===== config.mk =====
export PLATFORM = sky130hd
export DESIGN_NAME = osc_trim_steer
export DESIGN_NICKNAME = d
export VERILOG_FILES = /design/src/rtl/osc_trim_steer.sv
export SDC_FILE = /design/constraint.sdc
export NUM_CORES = 1
export LEC_CHECK = 0
export BUFFER_PORTS_ARGS = -buffer_cell sky130_fd_sc_hd__buf_2
export CORE_AREA = 2 2 160 162
export DETAILED_ROUTE_END_ITERATION = 7
export DIE_AREA = 0 0 162 164
export PLACE_DENSITY = 0.8
export SYNTH_ARGS = -nofsm -noshare
export SYNTH_HDL_FRONTEND = slang
export SYNTH_SLANG_ARGS = --single-unit

===== constraint.sdc =====
create_clock -name clk -period 12.4 [get_ports clk]
set_input_delay 2.48 -clock clk [delete_from_list [all_inputs] [get_ports clk]]
set_output_delay 2.48 -clock clk [all_outputs]
set_load 0.02 [all_outputs]

===== src/rtl/osc_trim_steer.sv =====
module osc_trim_steer #(
  parameter int ERR_W       = 16,
  parameter int DAC_W       = 16,
  parameter int WIN         = 10,
  parameter int NUDGE_BELOW = 5,
  parameter int LOCK_BELOW  = 10,
  parameter bit POS_LOWERS  = 1'b1
) (
  input  logic                    clk,
  input  logic                    rst_n,
  input  logic                    err_valid,
  input  logic signed [ERR_W-1:0] err,
  output logic [DAC_W-1:0]        dac_code,
  output logic                    locked,
  output logic                    win_full
);

  localparam int IW    = $clog2(WIN);
  localparam int SUM_W = ERR_W + IW + 1;
  localparam int WW    = ((DAC_W > ERR_W) ? DAC_W : ERR_W) + 3;

  logic [ERR_W-1:0] mag;
  logic [ERR_W:0]   step;
  logic             lower;
  logic [WW-1:0]    cand;
  logic [DAC_W-1:0] dac_next;

  logic [ERR_W-1:0] win [WIN];
  logic [IW-1:0]    wr_ptr;
  logic [IW:0]      fill;
  logic [SUM_W-1:0] sum;

  assign mag   = err[ERR_W-1] ? ERR_W'(-err) : ERR_W'(err);
  assign lower = (err[ERR_W-1] == 1'b0) == POS_LOWERS;

  always_comb begin
    if (err == '0)
      step = '0;
    else if (mag < ERR_W'(NUDGE_BELOW))
      step = (ERR_W+1)'(1);
    else
      step = {mag, 1'b0};
  end

  assign cand = lower ? (WW'(dac_code) - WW'(step)) : (WW'(dac_code) + WW'(step));

  always_comb begin
    if (cand[WW-1])
      dac_next = '0;
    else if (|cand[WW-2:DAC_W])
      dac_next = '1;
    else
      dac_next = cand[DAC_W-1:0];
  end

  always_ff @(posedge clk) begin
    if (!rst_n)
      dac_code <= {1'b1, {(DAC_W-1){1'b0}}};
    else if (err_valid)
      dac_code <= dac_next;
  end

  always_ff @(posedge clk) begin
    if (!rst_n) begin
      for (int i = 0; i < WIN; i++) win[i] <= '0;
      wr_ptr <= '0;
      fill   <= '0;
      sum    <= '0;
    end else if (err_valid) begin
      win[wr_ptr] <= mag;
      wr_ptr      <= (wr_ptr == IW'(WIN-1)) ? '0 : wr_ptr + 1'b1;
      sum         <= sum + SUM_W'(mag) - SUM_W'(win[wr_ptr]);
      if (fill != (IW+1)'(WIN))
        fill <= fill + 1'b1;
    end
  end

  assign win_full = (fill == (IW+1)'(WIN));
  assign locked   = win_full && (sum < SUM_W'(LOCK_BELOW));

endmodule


==> results of run 1 <==
==> worst paths after layout <==
kind	start	to	slack (ns)	cells after the start
setup reg to reg	register	sum[19]$_SDFFE_PN0P_	6.64	14
hold reg to reg	sum[19]$_SDFFE_PN0P_	sum[19]$_SDFFE_PN0P_	0.46	2
hold / removal	sum[19]$_SDFFE_PN0P_	sum[19]$_SDFFE_PN0P_	0.46	2
setup / recovery	err[5]	dac_code[1]$_SDFFE_PN0P_	4.25	19
==> state kept, by name, indices dropped and copies added (netlist names), named ones only <==
signal / flops
sum: 21
wr_ptr: 4
dac_code: 16
win: 256
fill: 5
==> power by group through the flow <==
stage               clock [mW]  sequential (mW)  combinational [mW]
detailed placement           0             1.25               0.805
finish                   0.899             1.23               0.818
CTS                      0.909             1.23               0.813
floorplan                    0             1.23               0.637
global route             0.945             1.23               0.916
global placement             0             1.24               0.787
==> cell families (layout without fill, tap and decap cells) <==
logic type,after synthesis,count (layout)
adders and majority gates,78,78
DFF,306,306
AOI/OAI and AO/OA,196,196
and+or+nand+nor,378,378
xor gates and xnor gates,51,51
muxes,88,88
buffers and inverters,146,197
==> synthesized netlist by cell type, types with 2 or more instances <==
library cell / count
a211o_1: 3
o31a_1: 5
nor2b_1: 23
a211oi_1: 8
inv_1: 90
or2_2: 3
xnor2_1: 32
o2111ai_1: 4
and2_1: 15
nor2_1: 175
nand2b_1: 9
fa_1: 15
nor4_1: 8
o41ai_1: 4
nand3_1: 21
o221ai_1: 2
nor3_1: 16
edfxtp_1: 256
and4_1: 2
nand4_1: 10
xor2_1: 19
o211a_1: 4
a22o_1: 14
o311a_1: 2
a2111oi_0: 5
ha_1: 63
clkbuf_1: 44
a31oi_1: 4
a21oi_1: 44
a21boi_0: 3
nor3b_1: 2
o211ai_1: 2
o21bai_1: 8
dfxtp_1: 50
o21a_1: 8
o31ai_1: 7
nand2_1: 74
or3_1: 5
mux4_2: 80
o21ai_0: 38
and3_1: 6
mux2i_1: 8
buf_1: 11
a21o_1: 19
or4_4: 2
==> cells in the final DEF, fill, tap and decap left out, drive strengths merged, types with 9 or more instances in the layout <==
| master | synthesis | routed |
|---|---|---|
| nor2 | 175 | 175 |
| ha | 63 | 63 |
| clkbuf | 44 | 35 |
| and2 | 15 | 15 |
| fa | 15 | 15 |
| a22o | 14 | 14 |
| a21o | 19 | 19 |
| nor2b | 23 | 23 |
| o21ai | 39 | 39 |
| xor2 | 19 | 19 |
| a21oi | 44 | 44 |
| nor3 | 16 | 16 |
| nand2b | 9 | 9 |
| inv | 90 | 95 |
| nor4 | 9 | 9 |
| clkinv | 1 | 16 |
| nand4 | 11 | 11 |
| buf | 11 | 49 |
| dfxtp | 50 | 50 |
| xnor2 | 32 | 32 |
| mux4 | 80 | 80 |
| nand2 | 74 | 74 |
| edfxtp | 256 | 256 |
| nand3 | 21 | 21 |
==> worst min-delay path, stage by stage (launching register included) <==
cell,delay [ns]
dfxtp_1,0.33
nand2_1,0.04
o21ai_0,0.05
==> area by class of cell <==
| type | count | area [sq um] | area share, % |
|---|---|---|---|
| multi-input combinational | 791 | 6510 | 37.8 |
| sequential | 306 | 8690 | 50.5 |
| clock inverter | 22 | 183 | 1.06 |
| clock buffer | 35 | 791 | 4.59 |
| timing repair buffer | 49 | 278 | 1.61 |
| tap | 330 | 413 | 2.40 |
| inverter | 91 | 342 | 1.98 |
==> per-stage QoR <==
stage                     hold slack [ns]  cell area, sq um
after floorplan                     0.425             15700
after global placement              0.438             16200
after detailed placement            0.442             16200
after CTS                           0.458             17200
after global routing                0.499             17200
final                               0.455             17200
==> routing by layer <==
metal | share of wire [%] | GRT usage [%]
met4 | 4.0 | 12.2
met5 | 0 | 0
met2 | 49 | 49.3
met3 | 8.0 | 5.51
met1 | 39 | 36.6
==> results.yml, run 1 <==
outcome:
  status: "complete, no violations"
die:
  ios: 37
  initial_utilization_pct: 63.4
  die-area_sq_um: 26600
  die_w_um: 162
  core.rowCount: 58
  coreArea_sq_um: 24800
  die_h_um: 164
pwr:
  p_per_area_nw_per_um2: 171
  p_int_mw: 2.02
  swShare_pct: 31.4
  p_leak_nw: 6.51
  switchingPower_mw: 0.923
  peakVddDrop_mv: 0.128
  clkPwrFrac_pct: 30.5
  seqPwrFrac_pct: 41.7
  power_frac_comb_pct: 27.8
  total_power_mw: 2.94
cts:
  root_buffer: "clkbuf_16"
  cts_hold_buf: 0
  cts_buffer_depth: 3
  cts_buffers: 31
  cts_setup_buffers: 0
  htreeDepth: 1
  cts_tree: "built"
  cts-resized-gates: 0
  cts.sinks: 306
  clk_pin_slew_ns: 0.07
  clk_latency_ns: 0.58
worst_setup_path:
  crit_family: "simple AND/OR/NAND/NOR gates"
  crit_path_start_kind: "primary input"
  worst_setup_path_end_kind: "register"
  path_common_cell: "or4_4"
  crit_arrival_ns: 8.63
  cp_max_fo: 15
  path_buf_inv: 2
  criticalPathCategory: "primary input to register"
  crit_slowest_cell: "mux2i_1"
  cp.required_ns: 12.88
  worst_path_largest_cell_delay_ns: 0.88
  crit_chain: "buf_2, or4_4, or3_4, or4_4, o21ai_1, xor2_1, inv_1, nor4_2, nand4_2, and2_1, fa_1, nand2b_1, a221oi_1, o41ai_1, a211oi_1, a311o_1, mux2i_1, o2111ai_1, a22o_1"
synthesis:
  yosysWarnings: 0
  avgSynthCellArea_sq_um: 12.7
  synth_area_sq_um: 15700
  synthCells: 1243
  synthMuxAreaShare_pct: 12.0
  synth_nets: 1340
  synthArstFlopShare_pct: 0
  synth_fa_ha_area_share_pct: 6.92
  synth-seq-cells: 306
  yosys.area.top_type_share_pct: 48.8
  yosysUniqueCellTypes: 65
  synth_edf_count: 256
  synth-simple-area-share_pct: 11.1
  synth_top_area_cell: "edfxtp_1"
  synth_top_family_by_area: "multiplexers"
  synth_flop_cell: "edfxtp_1"
  seq_area_frac_synth_pct: 55.2
  synth_xor_area_share_pct: 2.84
  synth.area.top_cells: "edfxtp_1, mux4_2, dfxtp_1, ha_1, nor2_1"
  synth_compound_area_share_pct: 8.55
timing:
  relSlewSlack_pct: 19.9
  timing.fmax_mhz: 123
  slew_violations: 0
  setup_violations: 0
  grt_setup_unrepaired: "no"
  period_needed_ns: 8.15
  fin_ws_ns: 4.25
  tightest_slew_ns: 1.17
  fin_crit_sh_pct: 65.7
  skew_ns: 0.0198
  finalSetupTns_ns: 0
  finalHoldViolCount: 0
cells_and_area:
  num_antenna_cells: 0
  instances_no_fill: 1624
  fin_nets: 1367
  fillers: 1681
  post-route-util_pct: 69.3
  drive_gt1_share_pct: 15.1
  area_growth_pct: 9.37
placed_design:
  numPortBuffers: 36
  hpwl_um: 24500
  place_inst: 1567
  place_ws_ns: 3.65
  place.gp.congestion: 0.866
detailed_routing:
  dr.first_iter.drc_count: 1093
  drt_first_pass_iters: 5
  drcViolationCount: 0
  wl_per_cell_um: 22.8
  vias_per_cell: 6.37
  num_vias: 10300
  wl_um: 37000
  ant_nets: 0
global_routing:
  track_usage_pct: 28.9
  grt_pass1_vias: 10600
  grt_overflow: 0
  grt_pass1_wl_um: 58000
  grt_max_degree: 46
  antenna_found_initial: 0
hold_path:
  hp-class: "register to register"
run:
  maxCapViolations: 0
(Power assumes the default switching activity.)
==> inputs of run 2 (changes only) <==
--- a/config.mk
+++ b/config.mk
@@ -6,10 +6,10 @@
 export NUM_CORES = 1
 export LEC_CHECK = 0
 export BUFFER_PORTS_ARGS = -buffer_cell sky130_fd_sc_hd__buf_2
-export CORE_AREA = 2 2 160 162
+export CORE_AREA = 2 2 162 164
 export DETAILED_ROUTE_END_ITERATION = 7
-export DIE_AREA = 0 0 162 164
-export PLACE_DENSITY = 0.8
+export DIE_AREA = 0 0 164 166
+export PLACE_DENSITY = 0.78
 export SYNTH_ARGS = -nofsm -noshare
 export SYNTH_HDL_FRONTEND = slang
 export SYNTH_SLANG_ARGS = --single-unit
==> constraint.sdc (replaced) <==
create_clock -name clk -period 7.99 [get_ports clk]
set_input_delay 1.598 -clock clk [delete_from_list [all_inputs] [get_ports clk]]
set_output_delay 1.598 -clock clk [all_outputs]
set_load 0.02 [all_outputs]
==> run 2 against run 1 <==
Compared with the run above:
- routed wire length grew 0.16%
- sequential power grew 54%
- cell count grew 0.80%
- sequential share of layout area shrank 0.18 points
- non-clock buffer count grew 7
- largest cell class unchanged
- highest routed layer unchanged
==> results.yml, run 2 (synthesis results as in run 1) <==
outcome:
  status: "complete, no violations"
run:
  maxCapViolations: 0
cells_and_area:
  instances_no_fill: 1637
  stdcell_area_sq_um: 17300
  largest-register: "win"
  largest_reg_flops: 256
  drive_gt1_share_pct: 14.8
  area_growth_pct: 9.75
  fin_nets: 1374
  post-route-util_pct: 67.4
  final_common_cell: "edfxtp_1"
  reg_top3: "win x256, sum x21, dac_code x16"
  final_cell_mix: "edfxtp_1, nor2_1, inv_1"
  num_antenna_cells: 0
worst_setup_path:
  crit_slowest_cell: "o41ai_1"
  crit_path_start_kind: "primary input"
  criticalPathCategory: "primary input to register"
  crit_arrival_ns: 7.13
  worst_setup_path_end_kind: "register"
  worst_path_largest_cell_delay_ns: 0.57
  cp.required_ns: 8.43
  cp_max_fo: 15
  crit_chain: "buf_2, or4_4, or3_4, or4_4, o21ai_1, xor2_1, inv_1, nor4_2, nand4_2, and2_1, fa_1, nand2b_1, a221oi_1, o41ai_1, a211oi_1, a311o_1, mux2i_1, buf_4, o2111ai_1, a22o_1"
  path_common_cell: "or4_4"
detailed_routing:
  drcViolationCount: 0
  num_vias: 10400
  wl_per_cell_um: 22.7
  vias_per_cell: 6.35
  wl_um: 37100
  drt_first_pass_iters: 7
  dr.first_iter.drc_count: 1201
  ant_nets: 0
die:
  die_w_um: 164
  initial_utilization_pct: 61.4
  core.rowCount: 59
  die_h_um: 166
  die-area_sq_um: 27200
  coreArea_sq_um: 25600
  ios: 37
global_routing:
  antenna_found_initial: 0
  track_usage_pct: 27.8
  grt_max_degree: 46
  grt_pass1_wl_um: 57900
  grt_overflow: 0
  grt_pass1_vias: 10300
placed_design:
  numPortBuffers: 36
  place_area_sq_um: 16300
  hpwl_um: 25000
  place.gp.congestion: 0.929
  place_inst: 1579
  place_ws_ns: 0.840
cts:
  cts_tree: "built"
  htreeDepth: 1
  cts_buffers: 31
  cts_hold_buf: 0
  cts.sinks: 306
  root_buffer: "clkbuf_16"
  clk_pin_slew_ns: 0.06
  cts_buffer_depth: 3
  cts_setup_buffers: 0
  cts-resized-gates: 0
  clk_latency_ns: 0.57
timing:
  skew_ns: 0.0234
  setup_violations: 0
  hold_ws_ns: 0.462
  tightest_slew_ns: 1.03
  fin_crit_sh_pct: 83.7
  relSlewSlack_pct: 31.6
  grt_setup_unrepaired: "no"
  timing.fmax_mhz: 150
  finalSetupTns_ns: 0
  period_needed_ns: 6.68
  fin_ws_ns: 1.31
  slew_violations: 0
  finalHoldViolCount: 0
hold_path:
  hp-class: "register to register"
pwr:
  total_power_mw: 4.58
  p_per_area_nw_per_um2: 265
  peakVddDrop_mv: 0.285
  p_leak_nw: 6.53
==> run 2: cell type report <==
cell class,count,area [sq um]
clock inverter,13,126
fill,1804,8340
tap,335,419
sequential,306,8690
timing repair buffer,56,330
clock buffer,45,848
multi-input combinational,791,6510
inverter,91,342
==> run 2: critical path: cells and delay by family <==
family	cells	cell delay [ns]
AND/OR/NAND/NOR	7	2.28
AO/OA/AOI/OAI	7	1.85
multiplexers	1	0.16
XOR/XNOR	1	0.26
adder cells (fa/ha/maj)	1	0.45
buffers and inverters	3	0.53
==> run 2: power breakdown <==
part	switching (mW)	internal (mW)
Sequential	0.0816	1.82
Combinational	0.717	0.566
Clock	0.595	0.800
==> run 2: layer usage <==
| metal | wire (um) | global-route usage [%] | share of wire, % |
|---|---|---|---|
| met5 | 0 | 0 | 0 |
| met4 | 920 | 8.54 | 2.5 |
| met3 | 3630 | 5.52 | 9.8 |
| met2 | 17200 | 43.2 | 46 |
| met1 | 15400 | 40.1 | 41 |
==> run 2: path summary, 6_finish.rpt <==
| path | slack, ns | startpoint | depth (start not counted) | to |
|---|---|---|---|---|
| setup reg to reg | 2.64 | register | 14 | sum[16]$_SDFFE_PN0P_ |
| setup / recovery | 1.31 | err[5] | 20 | dac_code[1]$_SDFFE_PN0P_ |
| hold reg to reg | 0.46 | sum[19]$_SDFFE_PN0P_ | 2 | sum[19]$_SDFFE_PN0P_ |
| hold / removal | 0.46 | sum[19]$_SDFFE_PN0P_ | 2 | sum[19]$_SDFFE_PN0P_ |
